<file path="src/rtl/nand_dma_pkg.sv">
package nand_dma_pkg;
  localparam int REG_AW = 4;
  localparam logic [REG_AW-1:0] RG_CTRL = 4'd0, RG_DBASE = 4'd1, RG_SBASE = 4'd2,
    RG_LEN = 4'd3, RG_ROW = 4'd4, RG_ROWHI = 4'd5, RG_INTEN = 4'd6,
    RG_INTST = 4'd7, RG_INTCLR = 4'd8;
  localparam int INT_BIT = 9;
  localparam logic [7:0] OP_RD1 = 8'h00, OP_RD2 = 8'h30, OP_PG1 = 8'h80, OP_PG2 = 8'h10;

  typedef enum logic [2:0] {S_IDLE, S_CMD1, S_ADDR, S_CMD2, S_BUSY, S_STREAM} dmaState_t;

  typedef struct packed {
    logic launch;
    logic addrStep;
    logic byteStep;
    logic finish;
  } dmaStrobe_t;
endpackage

</file>
<file path="src/rtl/nand_dma_datapath.sv">
module nand_dma_datapath import nand_dma_pkg::*; #(
  parameter int ADDR_W = 32,
  parameter int PAGE_BYTES = 2048,
  parameter int SPARE_W = 12,
  parameter int CS_W = 2
) (
  input  logic              clk,
  input  logic              rstN,
  input  logic              regWrEn,
  input  logic [REG_AW-1:0] regAddr,
  input  logic [31:0]       regWrData,
  output logic [31:0]       regRdData,
  input  dmaStrobe_t        strb,
  output logic              startBit,
  output logic              dirWrite,
  output logic              addrLast,
  output logic              streamLast,
  output logic              streamEmpty,
  output logic [7:0]        addrByte,
  output logic [ADDR_W-1:0] memAddr,
  output logic [CS_W-1:0]   csIdx,
  output logic              irq
);
  localparam int CNT_W = $clog2(PAGE_BYTES + (1 << SPARE_W));

  logic dataEn, spareEn, fourAddr, intEn, intStat;
  logic [ADDR_W-1:0] dataBase, spareBase;
  logic [SPARE_W-1:0] spareLen;
  logic [15:0] pageRow;
  logic [7:0] pageHi;
  logic [2:0] addrIdx;
  logic [CNT_W-1:0] byteCnt, dataBytes, totalBytes;

  wire cfgWr = regWrEn && !startBit;

  always_ff @(posedge clk or negedge rstN) begin
    if (!rstN) begin
      startBit <= 1'b0; dirWrite <= 1'b0; dataEn <= 1'b0; spareEn <= 1'b0;
      fourAddr <= 1'b0; csIdx <= '0; dataBase <= '0; spareBase <= '0;
      spareLen <= '0; pageRow <= '0; pageHi <= '0; intEn <= 1'b0; intStat <= 1'b0;
    end else begin
      if (cfgWr) begin
        unique case (regAddr)
          RG_CTRL: begin
            startBit <= regWrData[0]; dirWrite <= regWrData[1];
            dataEn <= regWrData[2]; spareEn <= regWrData[3];
            fourAddr <= regWrData[7]; csIdx <= regWrData[8 +: CS_W];
          end
          RG_DBASE: dataBase <= regWrData[ADDR_W-1:0];
          RG_SBASE: spareBase <= regWrData[ADDR_W-1:0];
          RG_LEN:   spareLen <= regWrData[16 +: SPARE_W];
          RG_ROW:   pageRow <= regWrData[31:16];
          RG_ROWHI: pageHi <= regWrData[7:0];
          default: ;
        endcase
      end
      if (regWrEn && regAddr == RG_INTEN) intEn <= regWrData[INT_BIT];
      if (strb.finish) begin
        startBit <= 1'b0;
        intStat <= 1'b1;
      end else if (regWrEn && regAddr == RG_INTCLR && regWrData[INT_BIT]) begin
        intStat <= 1'b0;
      end
    end
  end

  always_ff @(posedge clk or negedge rstN) begin
    if (!rstN) begin
      addrIdx <= '0; byteCnt <= '0;
    end else begin
      if (strb.launch) addrIdx <= '0;
      else if (strb.addrStep) addrIdx <= addrIdx + 3'd1;
      if (strb.launch) byteCnt <= '0;
      else if (strb.byteStep) byteCnt <= byteCnt + 1'b1;
    end
  end

  assign dataBytes   = dataEn ? CNT_W'(PAGE_BYTES) : '0;
  assign totalBytes  = dataBytes + (spareEn ? CNT_W'(spareLen) : '0);
  assign streamEmpty = (totalBytes == '0);
  assign streamLast  = (byteCnt == totalBytes - 1'b1);
  assign addrLast    = (addrIdx == (fourAddr ? 3'd3 : 3'd4));
  assign memAddr     = (byteCnt < dataBytes) ? dataBase + ADDR_W'(byteCnt)
                                             : spareBase + ADDR_W'(byteCnt - dataBytes);
  assign irq = intStat && intEn;

  always_comb begin
    unique case (addrIdx)
      3'd2:    addrByte = pageRow[7:0];
      3'd3:    addrByte = pageRow[15:8];
      3'd4:    addrByte = pageHi;
      default: addrByte = 8'h00;
    endcase
  end

  always_comb begin
    regRdData = '0;
    unique case (regAddr)
      RG_CTRL: begin
        regRdData[0] = startBit; regRdData[1] = dirWrite; regRdData[2] = dataEn;
        regRdData[3] = spareEn; regRdData[7] = fourAddr; regRdData[8 +: CS_W] = csIdx;
      end
      RG_DBASE: regRdData[ADDR_W-1:0] = dataBase;
      RG_SBASE: regRdData[ADDR_W-1:0] = spareBase;
      RG_LEN:   regRdData[16 +: SPARE_W] = spareLen;
      RG_ROW:   regRdData[31:16] = pageRow;
      RG_ROWHI: regRdData[7:0] = pageHi;
      RG_INTEN: regRdData[INT_BIT] = intEn;
      RG_INTST: regRdData[INT_BIT] = intStat;
      default: ;
    endcase
  end

  p_start_done_r7: assert property (@(posedge clk) disable iff (!rstN)
    $fell(startBit) |-> intStat);
  p_int_source_r8: assert property (@(posedge clk) disable iff (!rstN)
    $rose(intStat) |-> $fell(startBit));
  p_cfg_frozen_r11: assert property (@(posedge clk) disable iff (!rstN)
    (startBit && $past(startBit)) |-> ($stable(dataBase) && $stable(spareLen) && $stable(pageRow)));
endmodule

</file>
<file path="src/rtl/nand_dma_control.sv">
module nand_dma_control import nand_dma_pkg::*; (
  input  logic       clk,
  input  logic       rstN,
  input  logic       startBit,
  input  logic       dirWrite,
  input  logic       addrLast,
  input  logic       streamLast,
  input  logic       streamEmpty,
  input  logic [7:0] addrByte,
  input  logic       nfBusy,
  input  logic       memReqReady,
  input  logic [7:0] memRdata,
  output dmaStrobe_t strb,
  output logic       nfCmd,
  output logic       nfAle,
  output logic       nfWr,
  output logic       nfRd,
  output logic [7:0] nfOut,
  output logic       memReqValid,
  output logic       memReqWrite,
  output logic       active
);
  dmaState_t state, nextState;

  always_ff @(posedge clk or negedge rstN) begin
    if (!rstN) state <= S_IDLE;
    else       state <= nextState;
  end

  always_comb begin
    nextState = state; strb = '0;
    nfCmd = 1'b0; nfAle = 1'b0; nfWr = 1'b0; nfRd = 1'b0; nfOut = 8'h00;
    memReqValid = 1'b0;
    unique case (state)
      S_IDLE: if (startBit) begin
        strb.launch = 1'b1;
        nextState = S_CMD1;
      end
      S_CMD1: begin
        nfCmd = 1'b1;
        nfOut = dirWrite ? OP_PG1 : OP_RD1;
        nextState = S_ADDR;
      end
      S_ADDR: begin
        nfAle = 1'b1; nfOut = addrByte; strb.addrStep = 1'b1;
        if (addrLast) nextState = (dirWrite && !streamEmpty) ? S_STREAM : S_CMD2;
      end
      S_CMD2: begin
        nfCmd = 1'b1;
        nfOut = dirWrite ? OP_PG2 : OP_RD2;
        nextState = S_BUSY;
      end
      S_BUSY: if (!nfBusy) begin
        if (dirWrite || streamEmpty) begin
          strb.finish = 1'b1;
          nextState = S_IDLE;
        end else begin
          nextState = S_STREAM;
        end
      end
      S_STREAM: begin
        memReqValid = 1'b1;
        if (dirWrite) nfOut = memRdata;
        if (memReqReady) begin
          strb.byteStep = 1'b1;
          if (dirWrite) nfWr = 1'b1;
          else          nfRd = 1'b1;
          if (streamLast) begin
            if (dirWrite) nextState = S_CMD2;
            else begin
              strb.finish = 1'b1;
              nextState = S_IDLE;
            end
          end
        end
      end
      default: nextState = S_IDLE;
    endcase
  end

  assign memReqWrite = !dirWrite;
  assign active = (state != S_IDLE);

  p_one_strobe_r2: assert property (@(posedge clk) disable iff (!rstN)
    $onehot0({nfCmd, nfAle, nfWr, nfRd}));
  p_stall_r9: assert property (@(posedge clk) disable iff (!rstN)
    (nfRd || nfWr) |-> memReqReady);
  p_req_hold_r9: assert property (@(posedge clk) disable iff (!rstN)
    (memReqValid && !memReqReady) |=> memReqValid);
endmodule

</file>
<file path="src/rtl/nand_page_dma.sv">
module nand_page_dma import nand_dma_pkg::*; #(
  parameter int ADDR_W = 32,
  parameter int PAGE_BYTES = 2048,
  parameter int SPARE_W = 12,
  parameter int CHIPS = 4
) (
  input  logic              clk,
  input  logic              rstN,
  input  logic              regWrEn,
  input  logic [REG_AW-1:0] regAddr,
  input  logic [31:0]       regWrData,
  output logic [31:0]       regRdData,
  output logic              irq,
  output logic [CHIPS-1:0]  nfSel,
  output logic              nfCmd,
  output logic              nfAle,
  output logic              nfWr,
  output logic              nfRd,
  output logic [7:0]        nfOut,
  input  logic [7:0]        nfIn,
  input  logic              nfBusy,
  output logic              memReqValid,
  output logic              memReqWrite,
  output logic [ADDR_W-1:0] memReqAddr,
  output logic [7:0]        memReqWdata,
  input  logic              memReqReady,
  input  logic [7:0]        memRdata
);
  localparam int CS_W = $clog2(CHIPS);

  dmaStrobe_t strb;
  logic startBit, dirWrite, addrLast, streamLast, streamEmpty, active;
  logic [7:0] addrByte;
  logic [CS_W-1:0] csIdx;

  nand_dma_datapath #(.ADDR_W(ADDR_W), .PAGE_BYTES(PAGE_BYTES), .SPARE_W(SPARE_W), .CS_W(CS_W)) uDp (
    .clk(clk), .rstN(rstN), .regWrEn(regWrEn), .regAddr(regAddr), .regWrData(regWrData),
    .regRdData(regRdData), .strb(strb), .startBit(startBit), .dirWrite(dirWrite),
    .addrLast(addrLast), .streamLast(streamLast), .streamEmpty(streamEmpty),
    .addrByte(addrByte), .memAddr(memReqAddr), .csIdx(csIdx), .irq(irq));

  nand_dma_control uCtl (
    .clk(clk), .rstN(rstN), .startBit(startBit), .dirWrite(dirWrite), .addrLast(addrLast),
    .streamLast(streamLast), .streamEmpty(streamEmpty), .addrByte(addrByte),
    .nfBusy(nfBusy), .memReqReady(memReqReady), .memRdata(memRdata), .strb(strb),
    .nfCmd(nfCmd), .nfAle(nfAle), .nfWr(nfWr), .nfRd(nfRd), .nfOut(nfOut),
    .memReqValid(memReqValid), .memReqWrite(memReqWrite), .active(active));

  assign memReqWdata = nfIn;

  for (genvar g = 0; g < CHIPS; g++) begin : gSel
    assign nfSel[g] = active && (csIdx == CS_W'(g));
  end

  p_sel_onehot_r10: assert property (@(posedge clk) disable iff (!rstN)
    (nfCmd || nfAle || nfWr || nfRd) |-> $onehot(nfSel));
  p_sel_idle_r10: assert property (@(posedge clk) disable iff (!rstN)
    !startBit && !active |-> (nfSel == '0));
  p_addr_hold_r9: assert property (@(posedge clk) disable iff (!rstN)
    (memReqValid && !memReqReady) |=> $stable(memReqAddr));
endmodule

</file>
<file path="config.mk">
export PLATFORM = sky130hd
export DESIGN_NAME = nand_page_dma
export DESIGN_NICKNAME = d
export VERILOG_FILES = /design/src/rtl/nand_dma_pkg.sv /design/src/rtl/nand_dma_datapath.sv /design/src/rtl/nand_dma_control.sv /design/src/rtl/nand_page_dma.sv
export SDC_FILE = /design/constraint.sdc
export NUM_CORES = 1
export LEC_CHECK = 0
export BUFFER_PORTS_ARGS = -buffer_cell sky130_fd_sc_hd__buf_2
export CAP_MARGIN = 40
export CORE_MARGIN = 3
export CORE_UTILIZATION = 58
export CTS_CLUSTER_DIAMETER = 60
export DETAILED_ROUTE_END_ITERATION = 8
export PLACE_DENSITY = 0.91
export SYNTH_ARGS = -nofsm -noshare
export SYNTH_HDL_FRONTEND = slang
export SYNTH_SLANG_ARGS = --single-unit
</file>
<file path="constraint.sdc">
create_clock -name clk -period 4.1 [get_ports clk]
set_input_delay 0.205 -clock clk [delete_from_list [all_inputs] [get_ports clk]]
set_output_delay 0.205 -clock clk [all_outputs]
set_load 0.02 [all_outputs]
</file>
==> results.toml <==
[critical_path]
path_class = "reg -> out"
crit_required_ns = 3.89
crit_path_end_kind = "output pin"
cp_max_fo = 6
rr_worst_depth = 10
arrival_ns = 3.70
cp-start-kind = "flop"

[drt]
wl_mm = 29.8
vias = 9192
dr.pass1.iters = 9
avgRoutedWirePerCell_um = 21.7
dr.first_iter.drc_count = 1491
vias_per_cell = 6.70
ant_nets = 0
route.detailed.drc = 0

[timing]
finalSetupTns_ns = 0
rsz0062_at_grt = "false"
worstMarginPinSlew_ns = 0.830
max_slew_margin = 0.442
finalCritPeriodShare = 0.953
slew_violations = 0
fmax_ghz = 0.256
clock_skew_ns = 0.00758
finalHoldViolCount = 0
post-route-min-period_ns = 3.91
hold_slack_ns = 0.0300
setup_viol = 0

[pwr]
clkPwrFrac = 0.207
ir_drop_mv = 0.507
pwr_density_cell_nw_per_um2 = 744
power_leakage_nw = 5.24
p_int_mw = 4.53
switching_share = 0.451
seq_power_share = 0.292
switchingPower_mw = 3.71
power.share.combinational = 0.501

[cts]
cts_max_path_buffers = 2
clock_sinks = 128
clock_latency_ns = 0.43
cts_buffers = 17
cts-htree-levels = 4
clock-root-buffer = "clkbuf_16"
clk_pin_slew_ns = 0.06
cts_tree = "built"

[die]
die_w_um = 134
start_util = 0.596
coreArea_um2 = 16000
dieArea_um2 = 18000
ios = 148
die_y_um = 134
rows = 46

[hold_path]
hp-class = "in -> reg"
min_path_cells = 3

[synth]
yosys_warnings = 0
synthCells = 1030
synth_edf_count = 0
synthesis.nets = 1143
yosys-top-cells-area = "dfrtp_1, mux2_2, ha_1"
synth_seq_cells = 128
async_flop_share = 1.00
synth_top_area_share = 0.336
synth.distinct_cells = 71
yosysTopAreaCell = "dfrtp_1"
synthFlopType = "dfrtp_1"
yosysSeqAreaShare = 0.336
avgSynthCellArea_um2 = 9.26
synth_area_um2 = 9530

[global_routing]
grt-ovfl-total = 0
grt_first_pass_wirelength_mm = 46.5
grt.total_usage = 0.326
grt_max_degree = 68
grt_pass1_vias = 8675
antenna_found_initial = 1

[final_layout]
fin_cells = 1372
area_growth_syn_to_layout_pct = 16.2
final_area_um2 = 11100
layout_common_cells = "buf_2, dfrtp_1, mux2_2"
fin_nets = 1255
drive_above_1_share = 0.264
fillers = 1121
layout_commonest_cell = "buf_2"

[placement]
io_buffers = 131
dp.cells = 1337
post_dp_cell_area_um2 = 10400
dp_hpwl_mm = 21.1
gp_congestion = 1.03

[flow_run]
cap_violations = 0

[outcome]
status = "finished, final reports clean"
## repair_timing
action / in CTS / in global routing
buffers inserted: 0 / 1
pin swaps: 0 / 0
hold buffers: 1 / 0
endpoints found under the setup margin: 2 / 8
gates cloned: 0 / 0
endpoints found under the hold margin: 66 / 0
gates resized for setup: 1 / 10
## cells in the mapped netlist, drive strengths merged, types with 9 or more instances
master	instances
a211oi	14
a21o	17
a21oi	66
a222oi	12
a22oi	34
a31oi	13
and3	13
buf	20
clkbuf	34
dfrtp	128
ha	54
inv	36
mux2	102
mux2i	15
nand2	99
nand2b	12
nand3	21
nand4	11
nor2	59
nor2b	9
nor3	16
o21a	13
o21ai	51
or3	10
xnor2	36
xor2	31
## worst max-delay path, stage by stage, from the launching register on
cell	delay [ns]
dfrtp_1	0.47
ha_1	0.27
inv_1	0.07
fa_1	0.42
nor2b_1	0.16
o31a_1	0.26
a31oi_1	0.11
and3b_1	0.22
o31ai_2	0.34
a211oi_1	0.16
or4_1	0.50
o211a_1	0.14
buf_2	0.15
## state kept, by name (all words and copies together) (netlist names)
name           count
uCtl.state         3
uDp.addrIdx        3
uDp.byteCnt       13
uDp.csIdx          2
uDp.dataBase      32
uDp.dataEn         1
uDp.dirWrite       1
uDp.fourAddr       1
uDp.intEn          1
uDp.intStat        1
uDp.pageHi         8
uDp.pageRow       16
uDp.spareBase     32
uDp.spareEn        1
uDp.spareLen      12
uDp.startBit       1
## stage by stage
step           utilization  power, mW  setup slack, ns
2_1_floorplan            -       5.12            0.193
3_3_place_gp         0.646       6.19            0.470
3_5_place_dp         0.647       6.31            0.330
4_1_cts              0.690       8.08           0.0197
5_1_grt              0.693       8.69         0.000986
6_report             0.693       8.24            0.192
## metal layers
layer  wire length [um]  vias up  part of all wire  GRT usage
li1                   -     4064                 -          -
met1              11400     4297              0.38      0.436
met2              13400      690              0.45      0.509
met3               3340      141              0.11     0.0589
met4               1590        0             0.053      0.169
met5                  0        -                 0          0
## cells by family after synthesis
logic type | share of synthesized area
simple gates | 0.149
flops | 0.336
buf+inv | 0.0417
compound gates | 0.201
fa+ha+maj | 0.0751
xor+xnor | 0.0616
mux | 0.136
## power groups by stage
stage	Combinational (mW)	Clock, mW	Sequential, mW
after global routing	4.48	1.77	2.43
final	4.13	1.71	2.41
after detailed placement	3.95	0	2.36
after floorplan	3.06	0	2.06
after CTS	4.02	1.72	2.35
after global placement	3.86	0	2.33
## final cells by class
| type | instances | area, um2 | share of cell area |
|---|---|---|---|
| Antenna cell | 1 | 2.50 | 0.000226 |
| Clock buffer | 21 | 460 | 0.0415 |
| Clock inverter | 11 | 200 | 0.0181 |
| Inverter | 38 | 143 | 0.0129 |
| Multi-Input combinational cell | 810 | 5990 | 0.540 |
| Sequential cell | 128 | 3200 | 0.289 |
| Tap cell | 216 | 270 | 0.0244 |
| Timing Repair Buffer | 147 | 813 | 0.0734 |
## worst paths after layout
path	endpoint	slack (ns)	startpoint
max	memReqAddr[16]	0.19	uDp.byteCnt[0]
min reg2reg	uDp.pageRow[0]	0.56	uDp.pageRow[0]
max in group asynchronous	uDp.spareBase[0]	3.11	rstN
min in group asynchronous	uDp.dataBase[29]	0.36	rstN
min	uDp.csIdx[0]	0.03	regWrData[8]
max reg2reg	uCtl.state[0]	0.84	uDp.spareEn
Power figures use the tool's default switching activity.
